## config.mk

```make
export PLATFORM = sky130hd
export DESIGN_NAME = sstep_trap_seq
export DESIGN_NICKNAME = d
export VERILOG_FILES = /design/src/rtl/sstep_pkg.sv /design/src/rtl/sstep_flags.sv /design/src/rtl/sstep_arm.sv /design/src/rtl/sstep_req.sv /design/src/rtl/sstep_trap_seq.sv
export SDC_FILE = /design/constraint.sdc
export NUM_CORES = 1
export LEC_CHECK = 0
export BUFFER_PORTS_ARGS = -buffer_cell sky130_fd_sc_hd__buf_2
export CAP_MARGIN = 10
export CORE_AREA = 2 2 77 79
export CTS_CLUSTER_DIAMETER = 80
export DETAILED_ROUTE_END_ITERATION = 7
export DIE_AREA = 0 0 79 81
export GPL_ROUTABILITY_DRIVEN = 0
export GPL_TIMING_DRIVEN = 0
export PLACE_DENSITY = 0.66
export SLEW_MARGIN = 10
export SYNTH_ARGS = -nofsm -noshare
export SYNTH_HDL_FRONTEND = slang
export SYNTH_SLANG_ARGS = --single-unit
```

## constraint.sdc

```tcl
create_clock -name clk -period 0.9 [get_ports clk]
set_input_delay 0.045 -clock clk [delete_from_list [all_inputs] [get_ports clk]]
set_output_delay 0.045 -clock clk [all_outputs]
set_load 0.03 [all_outputs]
```

## src/rtl/sstep_pkg.sv

```systemverilog
package sstep_pkg;
  localparam int FLAG_W = 32;
  localparam int TF_POS = 8;
  localparam int RF_POS = 16;
  localparam int BS_POS = 14;
  localparam int VEC_W  = 8;
  localparam logic [VEC_W-1:0] STEP_VEC = 8'd1;

  function automatic logic tf_of(input logic [FLAG_W-1:0] w);
    return w[TF_POS];
  endfunction

  function automatic logic rf_of(input logic [FLAG_W-1:0] w);
    return w[RF_POS];
  endfunction

  function automatic logic [FLAG_W-1:0] drop_step(input logic [FLAG_W-1:0] w);
    logic [FLAG_W-1:0] r;
    r = w;
    r[TF_POS] = 1'b0;
    r[RF_POS] = 1'b0;
    return r;
  endfunction

  function automatic logic [FLAG_W-1:0] drop_resume(input logic [FLAG_W-1:0] w);
    logic [FLAG_W-1:0] r;
    r = w;
    r[RF_POS] = 1'b0;
    return r;
  endfunction

  function automatic logic [FLAG_W-1:0] bs_mask();
    logic [FLAG_W-1:0] r;
    r = '0;
    r[BS_POS] = 1'b1;
    return r;
  endfunction
endpackage

```

## src/rtl/sstep_flags.sv

```systemverilog
module sstep_flags
  import sstep_pkg::*;
(
  input  logic              clk,
  input  logic              rst_n,
  input  logic              wr,
  input  logic [FLAG_W-1:0] wdata,
  input  logic              ack,
  input  logic              ret_ok,
  output logic [FLAG_W-1:0] flags
);
  always_ff @(posedge clk) begin
    if (!rst_n)                    flags <= '0;
    else if (ack)                  flags <= drop_step(flags);
    else if (wr)                   flags <= wdata;
    else if (ret_ok && rf_of(flags)) flags <= drop_resume(flags);
  end

  p_ack_clear_r7: assert property (@(posedge clk) disable iff (!rst_n)
    ack |=> !tf_of(flags) && !rf_of(flags));

  p_rf_clear_r8: assert property (@(posedge clk) disable iff (!rst_n)
    ret_ok && rf_of(flags) && !wr && !ack |=> !rf_of(flags));
endmodule

```

## src/rtl/sstep_arm.sv

```systemverilog
module sstep_arm
  import sstep_pkg::*;
(
  input  logic clk,
  input  logic rst_n,
  input  logic tf,
  input  logic rf,
  input  logic wr,
  input  logic wr_tf,
  input  logic ack,
  input  logic ret_ok,
  output logic armed,
  output logic trap_evt
);
  logic tf_rise_wr;
  assign tf_rise_wr = wr && wr_tf && !tf;

  always_ff @(posedge clk) begin
    if (!rst_n)                     armed <= 1'b0;
    else if (ack)                   armed <= 1'b0;
    else if (tf_rise_wr || (wr && !wr_tf)) armed <= 1'b0;
    else if (ret_ok && tf)          armed <= 1'b1;
  end

  assign trap_evt = ret_ok && tf && armed && !rf && !ack && !tf_rise_wr;

  p_rise_unarmed_r3: assert property (@(posedge clk) disable iff (!rst_n)
    tf_rise_wr && !ack |=> !armed);
endmodule

```

## src/rtl/sstep_req.sv

```systemverilog
module sstep_req (
  input  logic clk,
  input  logic rst_n,
  input  logic trap_evt,
  input  logic ack,
  output logic req,
  output logic bs_pulse
);
  always_ff @(posedge clk) begin
    if (!rst_n) begin
      req      <= 1'b0;
      bs_pulse <= 1'b0;
    end else begin
      bs_pulse <= trap_evt && !req;
      if (ack)           req <= 1'b0;
      else if (trap_evt) req <= 1'b1;
    end
  end

  p_req_hold_r6: assert property (@(posedge clk) disable iff (!rst_n)
    req && !ack |=> req);

  p_bs_single_r5: assert property (@(posedge clk) disable iff (!rst_n)
    bs_pulse |=> !bs_pulse);
endmodule

```

## src/rtl/sstep_trap_seq.sv

```systemverilog
module sstep_trap_seq
  import sstep_pkg::*;
(
  input  logic              clk,
  input  logic              rst_n,
  input  logic              retire_i,
  input  logic              flags_wr_i,
  input  logic [31:0]       flags_wdata_i,
  input  logic              exc_ack_i,
  output logic              dbg_req_o,
  output logic [7:0]        dbg_vec_o,
  output logic [31:0]       stat_set_o,
  output logic [31:0]       flags_o,
  output logic              tf_o,
  output logic              rf_o
);
  logic [FLAG_W-1:0] flags;
  logic ret_ok, armed, trap_evt, req, bs_pulse;

  assign ret_ok = retire_i && !req && !exc_ack_i;

  sstep_flags u_flags (
    .clk(clk), .rst_n(rst_n), .wr(flags_wr_i), .wdata(flags_wdata_i),
    .ack(exc_ack_i), .ret_ok(ret_ok), .flags(flags)
  );

  sstep_arm u_arm (
    .clk(clk), .rst_n(rst_n), .tf(tf_of(flags)), .rf(rf_of(flags)),
    .wr(flags_wr_i), .wr_tf(tf_of(flags_wdata_i)), .ack(exc_ack_i),
    .ret_ok(ret_ok), .armed(armed), .trap_evt(trap_evt)
  );

  sstep_req u_req (
    .clk(clk), .rst_n(rst_n), .trap_evt(trap_evt), .ack(exc_ack_i),
    .req(req), .bs_pulse(bs_pulse)
  );

  assign dbg_req_o  = req;
  assign dbg_vec_o  = STEP_VEC;
  assign stat_set_o = bs_pulse ? bs_mask() : '0;
  assign flags_o    = flags;
  assign tf_o       = tf_of(flags);
  assign rf_o       = rf_of(flags);

  p_bs_on_rise_r5: assert property (@(posedge clk) disable iff (!rst_n)
    $rose(dbg_req_o) |-> stat_set_o == 32'h4000);

  p_no_req_tf_off_r9: assert property (@(posedge clk) disable iff (!rst_n)
    !tf_o && !dbg_req_o |=> !dbg_req_o);
endmodule

```

# Word level (Yosys, flattened, before mapping)
# Index checks and enable logic that the tools add are counted.
# Widths: inputs -> output; s select.
dict set report classes {
  n_reduce_logical 23
  bitwise 2
  n_mux 3
}
# cell count
set op_table {}
lappend op_table {{$mux 32} 1}
lappend op_table {{$mux 17} 1}
lappend op_table {{$mux 15} 1}
lappend op_table {{$logic_and 1x1->1} 12}
lappend op_table {{$logic_not 1->1} 6}
lappend op_table {{$reduce_or 3->1} 1}
lappend op_table {{$not 1->1} 2}
lappend op_table {{$reduce_and 2->1} 1}
lappend op_table {{$reduce_bool 2->1} 1}
lappend op_table {{$reduce_or 2->1} 1}
lappend op_table {{$logic_or 1x1->1} 1}
dict set report totals {
  output_inout_bits 75
  wordCells 34
  regBits 35
  input_bits 37
}

# Depth between registers and ports, before layout
# Gate-level depths: netlist (run 1).
dict set report depth {
  ltp_word 9
  depth_mapped 4
  depth_no_buf 3
}

# Hierarchy
# A second synthesis (run 1) with hierarchy kept.
dict set report hier_totals {
  hier_cells 197
  hier_area_um2 1661.6
}
# mod area_each_um2 cells_per_inst seq_area_each_um2 n_inst
set modules_own_cells {}
lappend modules_own_cells {sstep_flags 1202.4 139 640.6 1}
lappend modules_own_cells {sstep_trap_seq 335.3 45 0.0 1}
lappend modules_own_cells {sstep_req 63.8 6 40.0 1}
lappend modules_own_cells {sstep_arm 60.1 7 20.0 1}

# Worst setup path before layout (run 1)
# No wires, ideal clock.
dict set report synth_timing {
  path_type {reg2reg}
  startpoint {register u_req.req}
  endpoint {register u_flags.flags[16]}
  path_stages_with_launch 4
  arrival_time_ns 1.076
  path_buffers 0
  setup_time_ns 0.070
  slack_ns -0.246
  required_time_ns 0.830
  period_less_slack_ns 1.146
  cell_sequence {dfxtp_1 -> nor3b_2 -> or3b_1 -> a21oi_1}
}
dict set report synth_via {
  elab_chain_len 5
}
# element line
set synth_rtl {}
lappend synth_rtl {{start, declared} sstep_req.sv:6} ;# output logic req,
lappend synth_rtl {{start signal, assigned} sstep_req.sv:11} ;# req <= 1'b0;
lappend synth_rtl {{start signal, assigned} sstep_req.sv:15} ;# if (ack) req <= 1'b0;
lappend synth_rtl {{start signal, assigned} sstep_req.sv:16} ;# else if (trap_evt) req <= 1'b1;
lappend synth_rtl {{$logic_not 1->1} sstep_trap_seq.sv:20} ;# assign ret_ok = retire_i && !req && !exc_ack_i;
lappend synth_rtl {{$logic_and 1x1->1 (2 in a row)} sstep_trap_seq.sv:20}
lappend synth_rtl {{$logic_and 1x1->1} sstep_flags.sv:16} ;# else if (ret_ok && rf_of(flags)) flags <= drop_resume(flags);
lappend synth_rtl {{$reduce_bool 2->1 (no line)} -}
lappend synth_rtl {{end signal, assigned} sstep_flags.sv:14} ;# else if (ack) flags <= drop_step(flags);
lappend synth_rtl {{end signal, assigned} sstep_flags.sv:15} ;# else if (wr) flags <= wdata;
lappend synth_rtl {{end signal, assigned} sstep_flags.sv:16}
lappend synth_rtl {{end, declared} sstep_flags.sv:10} ;# output logic [FLAG_W-1:0] flags
# Every way passes these cells.
# A chain may end at the register's enable or synchronous reset.

# Final worst setup path (run 1)
# Same ends and word-level chain as after synthesis.

==> results.md, run 1 <==
* Highest clock rate at roughly 1.1 GHz
* Post-route ant nets at 0
* Failing checks: negative setup slack
* First-pass GRT wire length at between 6 and 7 mm
* Initial Utilization at 28.9%
* Synthesis-to-finish area growth at 65.7%
* Yosys cell types at 18
* TritonRoute pass-1 iters at 3
* Power per Cell Area at roughly 1500 nW/um2
* Worst Path Class, Setup: reg -> reg
* Setup Slack @ Placement at -0.0129 ns
* Die Area at 6400 um2
* Synth area leaders: dfxtp_1, buf_4, nand2_1
* Antenna cells at 0
* Post-Syn Area per Cell at ~8.4 um2
* Fin cells at 413
* Max Cap Viol at 0
* Main synth FF type: dfxtp_1
* Worst Path Required at around 1.1 ns
* Crit path largest cell delay at about 0.36 ns
* Via count at 1575
* H-Tree Depth at 2
* Width of the chip at 79 um
* Top-count cell post-synth: nand2_1
* Commonest cells post-synth: nand2_1, buf_4, dfxtp_1
* Status: complete, but fails checks
* Setup violators final at 2
* # fillers at a little under 600
* DP Wirelength at around 2.7 mm
* Max Transition Viols Final at 0
* Crit path capture type: flop
* Final instance area at between 2000 and 3000 um2
* Final period util at 103%
* Crit start category: flop
* Final hold violations at 0
* Peak VDD IR at between 0.6 and 0.7 mV
* Worst path cell trace: nor3b_4 -> or3b_1 -> a21oi_1
* RSZ-0062 raised after global routing: yes
* Final #Nets at between 300 and 400
* Vias per cell at 3.81
* CP max-delay cell: dfxtp_4
* Total track usage at between 10% and 20%
* Pin count of the biggest net entering global routing at 12
* Die Y-Extent at between 80 and 90 um
* Dpl cell area at approximately 2200 um2
* Total Wirelength at 4.05 mm
* # IOs at between 100 and 150
* 1st-iter DRT viols at 30
* Dpl cells at between 300 and 400
* Root buffer selected by CTS: clkbuf_8
* Ys async rst share at 0%
* Post-synthesis register bit count at 35
* Class of the worst hold path: in -> reg
* CTS tree: done
* Critical path arrival at about 1.1 ns
* Post-synth EDFFs at 0
* WL/cell at a little under 10 um
* Yosys top cell by area: dfxtp_1
* CTS buffer count at 5
* R2R depth at 3
* Min Tclk post-route at 0.926 ns
* Hold Crit Depth at 3
* Port bufs at around 70
* Initial antenna violation count at 0
* Row count at 28
* Global route overflow at 0
* Synth top area share at 42.8%
* Vias in the first global route at between 1000 and 1500
* Postcts setup bufs at 0
* Leakage at 0.00137 uW
* Register area share after synthesis at a little over two fifths
* Core area at 5680 um2
* Worst-case clock buffer depth at 2
* Cells after Synth at 194
* Clk_lat worst skew at 0.28 ns
* Max FO, Critical Path at 3
* Setup Skew at roughly 0.00042 ns
* Syn Std Cell Area at around 1600 um2
* # DRC at 0
* Share of cells above drive strength 1 at between 30% and 40%
* Clock-pin slew on the worst setup and hold paths at roughly 0.070 ns
* CTS sink count at 35
* Yosys warnings at 0
* Setup ws final at -0.0261 ns
==> through the flow <==
| step | setup TNS (ns) | util [%] | hold slack [ns] | total power (uW) |
|---|---|---|---|---|
| 2_1_floorplan | -0.0647 | - | 0.142 | 2310 |
| 3_3_place_gp | -0.00872 | 39.4 | 0.285 | 2500 |
| 3_5_place_dp | -0.0147 | 39.4 | 0.292 | 2510 |
| 4_1_cts | -0.0914 | 47.0 | 0.000342 | 4080 |
| 5_1_grt | -0.240 | 47.8 | 0.00118 | 4270 |
| 6_report | -0.0509 | 47.8 | 0.00452 | 4050 |
==> final timing paths <==
kind | end | start | slack [ns]
hold reg to reg | u_flags.flags[23] | u_flags.flags[23] | 0.45
setup / recovery | u_flags.flags[16] | u_req.req | -0.03
hold / removal | u_flags.flags[0] | flags_wdata_i[0] | 0.005
setup reg to reg | u_flags.flags[16] | u_req.req | -0.03
==> critical path, delay by kind of cell, from the launching register on <==
kind | cells | cell delay, ns
simple gates | 2 | 0.39
flops | 1 | 0.36
compound gates | 1 | 0.11
==> report_power, final <==
part	switching (uW)	total, uW	internal [uW]
clock network	556	1450	896
registers	33.2	1640	1610
logic	548	956	408
==> sequential cells by signal, indices dropped and copies added (netlist names) <==
name and flops:
u_flags.flags 32, u_arm.armed 1, u_req.bs_pulse 1, u_req.req 1
==> repair_timing <==
action	in CTS	in global routing
pin swaps	2	0
gates cloned	0	0
endpoints found under the setup margin	6	26
hold buffers	28	0
hold endpoints to repair	28	0
resized for setup	10	35
==> cell usage in the layout (no fill, tap or decap), drive strengths merged <==
cell type	count
buf	113
nand2	62
conb	39
dfxtp	35
a21boi	30
dlygate4sd3	28
clkbuf	15
a21oi	3
nand2b	2
nor2	2
and2b	1
mux2i	1
nor3b	1
or3b	1
and3b	1
and3	1
a211oi	1
clkinv	1
bufinv	1
==> logic make-up after synthesis <==
family	share of synthesized area (%)
mux	0.611
flops	42.8
compound gates	15.1
buf+inv	22.9
simple gates	18.1
other cells	0.459
==> cell type report <==
cell class	instances	area, um2	area share (%)
Buffer	50	375	13.8
Sequential cell	35	711	26.2
Tap cell	75	93.8	3.46
Timing Repair Buffer	100	709	26.1
Clock buffer	6	82.6	3.04
Clock inverter	2	35.0	1.29
Multi-Input combinational cell	145	707	26.0
==> per-layer routing <==
metal | global-route usage, % | part of all wire (%) | wire length (um) | up-vias
met5 | 0 | 0 | 0 | -
met4 | 4.83 | 1.7 | 68 | 0
met3 | 3.78 | 6.8 | 275 | 7
met2 | 22.7 | 50 | 2020 | 64
met1 | 13.9 | 42 | 1690 | 684
li1 | - | - | - | 820
No activity file was read; power rests on OpenSTA's default activity.
==> run 2: changes to the inputs <==
- ABC_AREA: unset -> 1
- CORE_AREA: 2 2 77 79 -> 2 2 76 78
- DIE_AREA: 0 0 79 81 -> 0 0 78 80
- HOLD_SLACK_MARGIN: unset -> 0.08
- MAX_ROUTING_LAYER: unset -> met4
==> run 2 against run 1 <==
Compared with the run above: the run still ends with negative setup slack left; combinational power grew 13%; synthesized cell count grew 5.2%; via count is 6.2% higher; setup slack improved by 0.017 ns; synthesized area shrank 3.7%; routed wire length is 10% higher; register-to-register slack better by 0.04 ns; sequential share of layout area grew 0.077 points; hold slack gained 0.095 ns; largest power group unchanged; total power fell by 4.8%; highest routed layer unchanged.
==> results.md, run 2 <==
* Width of the chip at 78 um (-1.3%)
* Die Area at 6240 um2 (-2.5%)
* Final Util at 49.9% (+2.1 points)
* Share of cells above drive strength 1 at 39.1% (+0.053 points)
* Dpl cells at 385 (+1.9%)
* Max FFs per register at 32 (unchanged)
* Vias per cell at 3.89 (+2.0%)
* Final #Nets at 394 (+5.3%)
* Final period util at 101% (-1.9 points)
* DP Wirelength at 2.76 mm (+0.80%)
* Logic pwr share at 28.1% (+4.5 points)
* Yosys cell types at 16 (-2)
* Total track usage at 13.9% (+1.3 points)
* Worst Path Class, Setup: reg -> out
* Main synth FF type: dfxtp_1
* Syn Std Cell Area at 1580 um2 (-3.7%)
* First-pass GRT wire length at 6.63 mm (+4.8%)
* Class of the worst hold path: in -> reg
* Critical path arrival at 0.86 ns (-0.28 ns)
* Highest clock rate at 1.10 GHz (+1.8%)
* Pin count of the biggest net entering global routing at 12 (unchanged)
* Int Power at 2600 uW (-11%)
* Final Total Pwr at 3850 uW (-4.8%)
* Clock share of power at 28.1% (-7.8 points)
* Cells after Synth at 204 (+5.2%)
* Antenna cells at 0 (unchanged)
* Biggest register: u_flags.flags
* Min Tclk post-route at 0.909 ns (-0.0167 ns)
* Yosys warnings at 0 (unchanged)
* Initial Utilization at 29.2% (+0.31 points)
* CTS sink count at 35 (unchanged)
* Final instance area at 2700 um2 (-0.65%)
* Synth top area share at 44.4% (+1.7 points)
* Setup ws final at -0.00942 ns (+0.0167 ns)
* Die Y-Extent at 80 um (-1.2%)
* Worst Path Required at 0.85 ns (-0.26 ns)
* Peak VDD IR at 0.874 mV (+26%)
* Synth area leaders: dfxtp_1, buf_4, nor2_1
* CTS buffer count at 5 (unchanged)
* Sw Share at 32.5% (+4.4 points)
* Register area share after synthesis at 44.4% (+1.7 points)
* Flop-to-flop setup slack at 0.01 ns (+0.04 ns)
* Max FO, Critical Path at 4 (+1)
* Status: complete, but fails checks
* Failing checks: negative setup slack
* Setup violators final at 1 (-1)
* Total Wirelength at 4.48 mm (+10%)
* Post-synthesis register bit count at 35 (unchanged)
* Initial antenna violation count at 0 (unchanged)
* 1st-iter DRT viols at 112 (+270%)
* Global route overflow at 0 (unchanged)
* Crit path capture type: output port
* Via count at 1672 (+6.2%)
* Fin cells at 430 (+4.1%)
* Most frequent cells in the layout: nor2_1, buf_2, buf_4
* Ys async rst share at 0% (unchanged)
* Post-synth EDFFs at 0 (unchanged)
* # IOs at 112 (unchanged)
* Core area at 5410 um2 (-4.8%)
* Dpl cell area at 2170 um2 (-3.0%)
* Synthesis-to-finish area growth at 71.0%
* H-Tree Depth at 2 (unchanged)
* Clk_lat worst skew at 0.27 ns (about the same)
* Power per Cell Area at 1430 nW/um2 (-4.2%)
* TritonRoute pass-1 iters at 4 (+1)
* Worst-case clock buffer depth at 2 (unchanged)
* WL/cell at 10.4 um (+6.1%)
* Most common cell after layout, fill and taps aside: nor2_1
* Leakage at 0.00146 uW (+6.6%)
* Sequential Power Share at 43.7% (+3.2 points)
* Clock-pin slew on the worst setup and hold paths at 0.07 ns (about the same)
* CTS tree: done
* Switch Pwr at 1250 uW (+10%)
* Max Cap Viol at 0 (unchanged)
* Post-route ant nets at 0 (unchanged)
* Yosys top cell by area: dfxtp_1
* # DRC at 0 (unchanged)
* Commonest cells post-synth: nor2_1, buf_4, dfxtp_1
* Port bufs at 72 (unchanged)
* Crit start category: flop
* Final hold violations at 0 (unchanged)
* Max Transition Viols Final at 0 (unchanged)
* Setup Skew at 0.000180 ns (-0.000237 ns)
* Root buffer selected by CTS: clkbuf_8
* Vias in the first global route at 1535 (+5.2%)
* Top-count cell post-synth: nor2_1
* Row count at 27 (-3.6%)
* RSZ-0062 raised after global routing: yes
* Post-Syn Area per Cell at 7.73 um2 (-8.5%)
run 2: changes by cell type in the layout (fill, tap and decap cells not counted), moves of 4 or more:
cell,before,now
buf_2,52,62
inv_1,0,4
a21boi_1,30,0
nand2_1,62,5
buf_4,53,46
o21ai_0,0,30
dlygate4sd3_1,28,36
nor2_1,2,65
run 2: per-layer routing:
| layer | vias to the layer above | global-route usage [%] | routed length (um) |
|---|---|---|---|
| met5 | - | - | 0 |
| met4 | 0 | 5.09 | 36 |
| met3 | 4 | 4.07 | 343 |
| li1 | 859 | - | - |
| met2 | 75 | 25.7 | 2320 |
| met1 | 734 | 13.9 | 1770 |
run 2: cells by family (layout without fill, tap and decap cells):
kind of cell    count (synthesis)  count (layout)  synth area share [%]
other cells                     2              39                 0.476
flops                          35              35                  44.4
buf+inv                        56             173                  25.0
simple gates                   79              79                  19.8
compound gates                 32              32                  10.3
run 2: what timing repair did:
action | CTS | global route
hold buffers | 36 | 0
endpoints found under the setup margin | 3 | 16
resized for setup | 7 | 24
hold endpoints to repair | 34 | 0
buffers inserted | 2 | 1
pin swaps | 1 | 5
run 2: final cells by class:
cell class,instances,area [um2]
plain buffers,49,364
clock buffers,5,68.8
clock inverters,3,15.0
fillers,541,2710
inverters,5,18.8
multi-input cells,150,641
flip-flops and latches,35,708
well taps,72,90.1
repair buffers,111,791
run 2: worst paths after layout:
path | startpoint | cells past startpoint | end
worst max-delay path | u_flags.flags[16] | 2 | flags_o[16]
worst min-delay path | rst_n | 3 | u_req.req
worst max register to register | u_flags.flags[16] | 6 | u_req.req
worst min register to register | u_arm.armed | 2 | u_req.bs_pulse
run 2: power by group through the flow:
stage	clock (uW)	combinational, uW	sequential, uW
2_1_floorplan	0	514	1900
3_3_place_gp	0	914	1710
3_5_place_dp	0	919	1720
4_1_cts	1140	1050	1680
5_1_grt	1210	1160	1690
6_report	1080	1080	1680
run 2: critical path, cell delays in order, from the launching register on:
cell and delay [ns]:
dfxtp_4 0.36, buf_6 0.11, buf_6 0.12
run 2: stage by stage:
| step | hold slack, ns | worst slack, ns | TNS, ns |
|---|---|---|---|
| 2_1_floorplan | 0.155 | 0.0252 | 0 |
| 3_3_place_gp | 0.267 | 0.0483 | 0 |
| 4_1_cts | 0.0900 | -0.00752 | -0.0125 |
| 3_5_place_dp | 0.273 | 0.0218 | 0 |
| 6_report | 0.0995 | -0.00942 | -0.00942 |
| 5_1_grt | 0.121 | -0.0786 | -0.157 |
==> run 3: changes to the inputs <==
- ABC_AREA: 1 -> unset
- CORE_AREA: 2 2 76 78 -> 2 2 77 79
- DIE_AREA: 0 0 78 80 -> 0 0 79 81
==> run 3 against run 2 <==
Compared with the run above: the flow still finishes with violations (negative setup slack); via count is 3.8% lower; non-clock buffer count is 2 lower; critical path depth is 1 higher; final cell count is 2.1% lower.
==> results.md, run 3 (synthesis results as in run 1) <==
* Clock share of power at 35.6% (+7.5 points)
* Setup violators final at 2 (+1)
* Final hold violations at 0 (unchanged)
* Row count at 28 (+3.7%)
* Die Area at 6400 um2 (+2.5%)
* 1st-iter DRT viols at 37 (-67%)
* Leakage at 0.00140 uW (-3.9%)
* Hold_ws at 0.0732 ns (-0.0263 ns)
* Synthesis-to-finish area growth at 70.7%
* Vias per cell at 3.82 (-1.8%)
* Setup ws final at -0.0310 ns (-0.0216 ns)
* Antenna cells at 0 (unchanged)
* H-Tree Depth at 2 (unchanged)
* Most common cell after layout, fill and taps aside: nand2_1
* Worst path cell trace: nor3b_4 -> or3b_1 -> a21oi_1
* Fin cells at 421 (-2.1%)
* Power per Cell Area at 1460 nW/um2 (+2.1%)
* Via count at 1608 (-3.8%)
* Sequential Power Share at 40.2% (-3.5 points)
* Class of the worst hold path: in -> reg
* Share of cells above drive strength 1 at 38.2% (-0.96 points)
* Post-route ant nets at 0 (unchanged)
* # DRC at 0 (unchanged)
* Worst Path Required at 1.11 ns (+0.26 ns)
* Status: complete, but fails checks
* Max Transition Viols Final at 0 (unchanged)
* Clock-pin slew on the worst setup and hold paths at 0.07 ns (about the same)
* Global route overflow at 0 (unchanged)
* CTS tree: done
* Int Power at 2940 uW (+13%)
* Total track usage at 13.6% (-0.31 points)
* Initial antenna violation count at 0 (unchanged)
* Total Wirelength at 4.22 mm (-5.7%)
* Dpl cells at 378 (-1.8%)
* Highest clock rate at 1.07 GHz (-2.3%)
* Crit path largest cell delay at 0.37 ns (about the same)
* First-pass GRT wire length at 6.61 mm (-0.30%)
* Die Y-Extent at 81 um (+1.3%)
* CTS buffer count at 5 (unchanged)
* Most frequent cells in the layout: nand2_1, buf_4, buf_2
* Pin count of the biggest net entering global routing at 12 (unchanged)
* Sw Share at 28.1% (-4.4 points)
* CP max-delay cell: dfxtp_4
* Crit path capture type: flop
* Max Cap Viol at 0 (unchanged)
* Port bufs at 72 (unchanged)
* Vias in the first global route at 1540 (+0.33%)
* Root buffer selected by CTS: clkbuf_8
* R2R depth at 3 (-3)
* Core area at 5680 um2 (+5.0%)
* Final #Nets at 382 (-3.0%)
* Min Tclk post-route at 0.931 ns (+0.0216 ns)
* Max FFs per register at 32 (unchanged)
* Worst path bufs/invs at 0 (-2)
* Final instance area at 2800 um2 (+3.7%)
* Initial Utilization at 28.9% (-0.31 points)
* Clk_lat worst skew at 0.28 ns (about the same)
* TritonRoute pass-1 iters at 4 (unchanged)
* Critical path arrival at 1.14 ns (+0.28 ns)
* # IOs at 112 (unchanged)
* Family with the most delay on the worst path: simple AND/OR/NAND/NOR gates
* RSZ-0062 raised after global routing: yes
* Switch Pwr at 1150 uW (-8.4%)
* Stages on worst setup path at 3 (+1)
* Peak VDD IR at 0.702 mV (-20%)
* WL/cell at 10.0 um (-3.7%)
* Crit start category: flop
* Setup Skew at 0.000465 ns (+0.000285 ns)
* Biggest register: u_flags.flags
* Logic pwr share at 24.2% (-3.9 points)
* DP Wirelength at 2.74 mm (-0.79%)
* Failing checks: negative setup slack
* Worst Path Class, Setup: reg -> reg
* Max FO, Critical Path at 3 (-1)
* Hold Crit Depth at 3 (unchanged)
* CTS sink count at 35 (unchanged)
* Width of the chip at 79 um (+1.3%)
* Worst-case clock buffer depth at 2 (unchanged)
* Dpl cell area at 2240 um2 (+3.1%)
* Final period util at 103% (+2.4 points)
==> run 3: changes by cell type in the layout (fill, tap and decap cells not counted), sizes merged, moves of 3 or more <==
| cell | delta |
|---|---|
| o21ai | -30 |
| inv | -5 |
| nand3 | -3 |
| a21boi | +30 |
| nor2 | -67 |
| nand2 | +56 |
| clkbuf | +3 |
| buf | -4 |
==> run 3: final cells by class <==
cell class / instances / area, um2
clock inverters: 2 / 35.0
plain buffers: 50 / 375
clock buffers: 6 / 82.6
flip-flops and latches: 35 / 711
fillers: 592 / 2880
repair buffers: 108 / 792
multi-input cells: 145 / 707
well taps: 75 / 93.8
==> run 3: repair_timing <==
item	in CTS	in global routing
hold buffers	36	0
pin swaps	2	0
setup endpoints to repair	6	27
hold endpoints to repair	34	0
setup buffers	0	0
gates resized for setup	10	36
==> run 3: path summary, 6_finish.rpt <==
check / startpoint / endpoint / slack [ns]
worst min-delay path: flags_wr_i / u_flags.flags[16] / 0.07
worst max-delay path: u_req.req / u_flags.flags[16] / -0.03
worst max register to register: u_req.req / u_flags.flags[16] / -0.03
worst min register to register: u_flags.flags[31] / u_flags.flags[31] / 0.45
==> run 3: stage by stage <==
| step | power [uW] | TNS, ns | setup WS, ns | utilization [%] |
|---|---|---|---|---|
| floorplan | 2310 | -0.0647 | -0.0647 | - |
| global placement | 2500 | -0.00872 | -0.00872 | 39.4 |
| detailed placement | 2510 | -0.0147 | -0.0129 | 39.4 |
| CTS | 4110 | -0.0913 | -0.0384 | 48.5 |
| global route | 4300 | -0.263 | -0.0802 | 49.3 |
| finish | 4080 | -0.0564 | -0.0310 | 49.3 |
==> run 3: worst min-delay path, delay by kind of cell <==
family / cells / cell delay [ns]
buffers and inverters: 1 / 0.12
and+or+nand+nor: 1 / 0.11
AOI/OAI and AO/OA: 1 / 0.05
==> run 3: layer usage <==
| metal | up-vias | global-route usage [%] | part of all wire, % |
|---|---|---|---|
| li1 | 836 | - | - |
| met3 | 6 | 3.78 | 6.2 |
| met4 | 0 | 5.00 | 1.1 |
| met2 | 63 | 24.7 | 52 |
| met1 | 703 | 14.0 | 41 |
| met5 | - | - | 0 |
==> run 3: power by group through the flow <==
stage	Combinational, uW	Sequential, uW	Clock [uW]
global placement	826	1680	0
detailed placement	829	1680	0
floorplan	510	1800	0
CTS	957	1640	1510
finish	986	1640	1450
global route	1060	1650	1590
